## src/rtl/mii_fcs_pkg.sv

```systemverilog
package mii_fcs_pkg;

    localparam logic [31:0] CRC_POLY_REFL = 32'hEDB88320;
    localparam logic [31:0] CRC_PRESET    = 32'hFFFFFFFF;
    localparam logic [31:0] CRC_GOOD_REM  = 32'hDEBB20E3;
    localparam logic [3:0]  NIB_PREAMBLE  = 4'h5;
    localparam logic [3:0]  NIB_SFD_HIGH  = 4'hD;

    typedef enum logic [1:0] {
        RX_IDLE,
        RX_PREAMBLE,
        RX_BODY
    } rx_state_e;

    typedef struct packed {
        logic       valid;
        logic [7:0] data;
    } byte_beat_t;

    typedef struct packed {
        logic fcs_ok;
        logic too_short;
        logic align_err;
    } frame_flags_t;

    // One byte through the reflected CRC-32, least significant bit first.
    function automatic logic [31:0] crc32_step(input logic [31:0] crc_in,
                                               input logic [7:0]  din);
        logic [31:0] c;
        c = crc_in;
        for (int b = 0; b < 8; b++) begin
            if (c[0] ^ din[b])
                c = (c >> 1) ^ CRC_POLY_REFL;
            else
                c = c >> 1;
        end
        return c;
    endfunction

endpackage

```

## src/rtl/mii_byte_holdback.sv

```systemverilog
module mii_byte_holdback
    import mii_fcs_pkg::*;
#(
    parameter int HOLD_BYTES = 4
) (
    input  logic       clk,
    input  logic       rst,
    input  byte_beat_t beat,
    input  logic       eof,
    output logic [7:0] out_byte,
    output logic       out_valid,
    output logic       out_last
);

    localparam int FILL_W = $clog2(HOLD_BYTES + 1);
    localparam logic [FILL_W-1:0] FILL_FULL = FILL_W'(HOLD_BYTES);

    logic [7:0]        pipe [HOLD_BYTES];
    logic [FILL_W-1:0] fill;
    logic [7:0]        pend;
    logic              pend_v;

    always_ff @(posedge clk) begin
        if (rst) begin
            for (int i = 0; i < HOLD_BYTES; i++) pipe[i] <= '0;
            fill      <= '0;
            pend      <= '0;
            pend_v    <= 1'b0;
            out_byte  <= '0;
            out_valid <= 1'b0;
            out_last  <= 1'b0;
        end else begin
            out_valid <= 1'b0;
            out_last  <= 1'b0;
            if (eof) begin
                if (pend_v) begin
                    out_byte  <= pend;
                    out_valid <= 1'b1;
                    out_last  <= 1'b1;
                end
                pend_v <= 1'b0;
                fill   <= '0;
            end else if (beat.valid) begin
                pipe[0] <= beat.data;
                for (int i = 1; i < HOLD_BYTES; i++) pipe[i] <= pipe[i-1];
                if (fill == FILL_FULL) begin
                    if (pend_v) begin
                        out_byte  <= pend;
                        out_valid <= 1'b1;
                    end
                    pend   <= pipe[HOLD_BYTES-1];
                    pend_v <= 1'b1;
                end else begin
                    fill <= fill + 1'b1;
                end
            end
        end
    end

endmodule

```

## config.mk

```make
export PLATFORM = sky130hd
export DESIGN_NAME = mii_byte_holdback
export DESIGN_NICKNAME = d
export VERILOG_FILES = /design/src/rtl/mii_fcs_pkg.sv /design/src/rtl/mii_byte_holdback.sv
export SDC_FILE = /design/constraint.sdc
export NUM_CORES = 1
export LEC_CHECK = 0
export BUFFER_PORTS_ARGS = -buffer_cell sky130_fd_sc_hd__buf_2
export CORE_AREA = 2 2 72 74
export DETAILED_ROUTE_END_ITERATION = 6
export DIE_AREA = 0 0 74 76
export SYNTH_ARGS = -nofsm -noshare
export SYNTH_HDL_FRONTEND = slang
export SYNTH_SLANG_ARGS = --single-unit
```

## constraint.sdc

```tcl
create_clock -name clk -period 2.05 [get_ports clk]
set_input_delay 0.3075 -clock clk [delete_from_list [all_inputs] [get_ports clk]]
set_output_delay 0.3075 -clock clk [all_outputs]
set_load 0.02 [all_outputs]
```

# After elaboration in Yosys (flattened, before gate mapping)
# Memory sizes are Yosys's and may differ from the RTL's. A register that Yosys moved wholly into a read port is not among the register bits.
# Cells that the tools add are included.
# totals
output_inout_bits	10
ram_bits	32
register_bits	14
n_memories	1
# mem_list
name	words	word_bits	read_ports	rd_clocked_by_memory_dff	wr	line	source
pipe	4	8	4	1	4	mii_byte_holdback.sv:18	logic [7:0] pipe [HOLD_BYTES];
# classes
bitwise_logic	6
n_reduce_logical	8
muxes	18
n_eq_ne	1
addsub	1
# op_table
operator	n
8-bit 2-to-1 mux	8
1-bit 2-to-1 mux	10
2-bit AND reduction	3
1-bit OR	4
2-bit nonzero test	2
2-bit OR reduction	2
3-bit by 1-bit adder with 3-bit output (second input constant)	1
3-bit equality test (second input constant)	1
3-bit AND reduction	1
1-bit inverter	2

# Longest topological paths before layout
# depth
depth_word	5
depth_mapped	6

# Worst setup path before layout
# No wires, ideal clock.
# synth_path
path_kind	input port to flip-flop
from	input beat[8] in the netlist's numbering
to	memory pipe[0][0] (enable)
required_time_ns	1.656
n_path_buf	1
slack_ns	0.360
stages	3
setup_time_ns	0.394
arrival_time_ns	1.296
cell_sequence	buf_2 > nand2b_1 > nand2b_1
# synth_rtl
item	line	source
from (decl)	mii_byte_holdback.sv:8	input byte_beat_t beat,
to (decl)	mii_byte_holdback.sv:18	

# Worst setup path after layout
# layout_path
from	register fill[0]
to	register pend[3], read port of pipe
# layout_between
elab_chain_cells	2
# layout_rtl
item	line	source
from (decl)	mii_byte_holdback.sv:19	logic [FILL_W-1:0] fill;
from (signal assigned)	mii_byte_holdback.sv:54	fill <= fill + 1'b1;
3-bit equality test	mii_byte_holdback.sv:46	if (fill == FILL_FULL) begin
3-bit AND reduction (no source line)	n/a	
to (decl)	mii_byte_holdback.sv:20	logic [7:0] pend;
# No other way between the ends.
# A chain may end at the register's enable or synchronous reset.

==> summary.txt <==
GRT
  • Gr usage total: 0.1178
  • Number of global-route vias before repair: 1213
  • Grt ovf: 0
  • First-pass GRT wire length: 5099 um
  • Antenna violations before repair: 0
  • Largest net degree at the start of global routing: 33

Die
  • Total I/O pin count: 22
  • Std-Cell Rows: 26
  • Core Area: about 5000 um^2
  • Initial Util: 0.4284
  • Die W: 74 um
  • Die area: 5624 um^2
  • Die Span Y: 76 um

Power
  • LEAKAGE: 0.8767 nW
  • Sw Pwr: 0.3712 mW
  • Int Pwr: 1.497 mW
  • Switching share of power: 0.1987
  • Cell Pwr Density: 792.9 nW/um^2
  • VDD IR-drop max: approximately 0.45 mV
  • Sequential power share: 0.642
  • Clock power share: 0.320
  • Comb power frac: 0.037

STA
  • Worst slew pin tran: 0.8486 ns
  • Peak Freq: 731.8 MHz
  • Unrepaired setup endpoints after global routing: no
  • Fin crit share: 0.6666
  • Crit path time final: 1.367 ns
  • Rel. slew slack: 0.4337
  • Final slew viol count: 0
  • Finish-stage setup viols: 0
  • Fin Setup TNS: 0 ns
  • Clock Skew: 0.008605 ns
  • Final Hold Viols: 0
  • Final hold slack: 0.2564 ns

Setup path
  • Crit path capture: pend[3]
  • Worst Setup SP: fill[0]
  • Reg2reg setup slack: 0.68 ns
  • Worst EP required: 2.24 ns
  • Crit path launch type: flop
  • Crit path DAT: 1.55 ns
  • R2R depth: 5
  • Terminus of the critical flop-to-flop path: pend[3]
  • Crit Path Max Fanout: 8
  • Crit Reg-Reg Startpoint: fill[0]
  • CP Capture Type: flop
  • Worst Path Class, Setup: flop to flop

CTS
  • Clock Tree Root: clkbuf_8
  • Clk_lat worst skew: around 0.30 ns
  • CTS tree: built
  • Num CTS Buffers: 5
  • Clk pin slew, worst setup/hold paths: 0.09 ns
  • CTS H-tree depth: 2
  • Clk buf depth: 2
  • CTS Sinks: 54
  • Hold Buf Count CTS: 0
  • PostCTS Resize Cnt: 0
  • Setup repair bufs after CTS: 0

Synth
  • Mapped Area: 2105 um^2
  • Yosys top cell area share: 0.4566
  • Post-synthesis sequential area ratio: 0.6659
  • Mean Syn Cell Area: 12.60 um^2
  • Net Count, Synth: 181
  • Yosys reg bits: 54
  • Top post-synthesis cells by area: edfxtp_1 (46%), dfxtp_1 (21%), and2_1 (9.5%)
  • Ys Warns: 0
  • Post-synthesis cell type count: 23
  • Largest area contributor in the netlist: edfxtp_1
  • Post-Syn Instances: 167

Finish
  • Final #Nets: 203
  • Share of layout cells above drive strength 1: 0.1789
  • Commonest non-fill, non-tap cells in the layout: and2_1 (32), edfxtp_1 (32), dfxtp_1 (22), buf_2 (21)
  • Area Overhead vs Synth: 11.95%
  • Ant. Diodes: 0

Route
  • # DRC: 0
  • 1st-iter DRT viols: 49
  • WL per Instance: 11.16 um
  • Via Count: 1174
  • WL final: 2902 um
  • ANT nets after route: 0
  • DRT Pass-1 Iters: 4
  • Drt via density: 4.515

Min path
  • HP Class: primary input to flop

Place
  • Final GP Congestion: ~0.68
  • Hpwl dp: 1914 um
  • Port bufs: 21

Run
  • Max Cap Viol: 0

Status
  • Outcome: completed
[final cells by class]
type	instances	area [um^2]
well taps	70	87.58
inverters	2	7.507
clock buffers	7	87.58
multi-input cells	103	646.9
fillers	450	2556
flip-flops and latches	54	1401
repair buffers	23	120.1
clock inverters	1	5.005
[how the worst min path moves through the flow]
stage                  from    endpoint  slack [ns]  cells past startpoint
CTS                     eof     fill[0]        0.24                      2
global placement    pend[0]     pend[0]        0.44                      2
floorplan               eof     fill[0]        0.38                      1
global route        beat[0]  pipe[0][0]        0.27                      2
detailed placement  pend[1]     pend[1]        0.45                      2
finish                  eof     fill[0]        0.26                      2
[flip-flops by register name (all words and copies together) (netlist names)]
register and cells:
out_byte 8, out_last 1, pipe 32, pend 8
fill 3, out_valid 1, pend_v 1
[logic make-up (layout without fill, tap and decap cells)]
logic type	after synthesis	after routing	synth area share
mux	9	9	0.04281
xor+xnor	1	1	0.004162
buf+inv	10	33	0.02675
flops	54	54	0.6659
fa+ha+maj	2	2	0.01189
simple gates	78	78	0.2117
compound gates	13	13	0.03686
[power by group through the flow]
| stage | combinational (mW) | sequential [mW] | clock, mW |
|---|---|---|---|
| 3_5_place_dp | 0.0713 | 1.23 | 0 |
| 2_1_floorplan | 0.0498 | 1.22 | 0 |
| 3_3_place_gp | 0.0657 | 1.22 | 0 |
| 5_1_grt | 0.0795 | 1.21 | 0.662 |
| 4_1_cts | 0.0713 | 1.20 | 0.619 |
| 6_report | 0.0696 | 1.20 | 0.598 |
[cell usage after synthesis]
library cell	number
nand2_1	18
and2_1	32
buf_4	4
xnor2_1	1
nand2b_1	18
nor2_2	1
nand2_4	1
a21oi_1	10
nor3_1	3
a31oi_1	1
nand4b_1	1
nor2_1	2
ha_1	2
mux2i_1	9
dfxtp_1	22
clkbuf_1	1
edfxtp_1	32
inv_1	2
a21boi_2	1
a2111oi_1	1
and4b_1	1
nand4_1	1
buf_2	3
[through the flow]
stage / worst slack, ns / instances / util / area, um^2 / total power [mW]
floorplan: 0.3599 / 167 / - / 2105 / 1.273
global placement: 0.4685 / 252 / 0.4608 / 2263 / 1.289
detailed placement: 0.3617 / 252 / 0.4608 / 2263 / 1.297
CTS: 0.6648 / 260 / 0.4796 / 2356 / 1.891
global route: 0.4980 / 260 / 0.4796 / 2356 / 1.947
finish: 0.6835 / 260 / 0.4796 / 2356 / 1.868
[critical path, cell delays in order (launching register included)]
cell	delay [ns]
dfxtp_1	0.34
inv_1	0.06
ha_1	0.27
nand4b_1	0.33
nand2_1	0.17
a21oi_1	0.07
[routing by layer]
metal  up-vias  global-route usage  wire length [um]
met5         -                   0                 0
met4         0             0.05818                42
met3         6             0.04101               139
met2        26              0.2009              1534
met1       541              0.1260              1185
li1        601                   -                 -
Power figures use the tool's default switching activity.
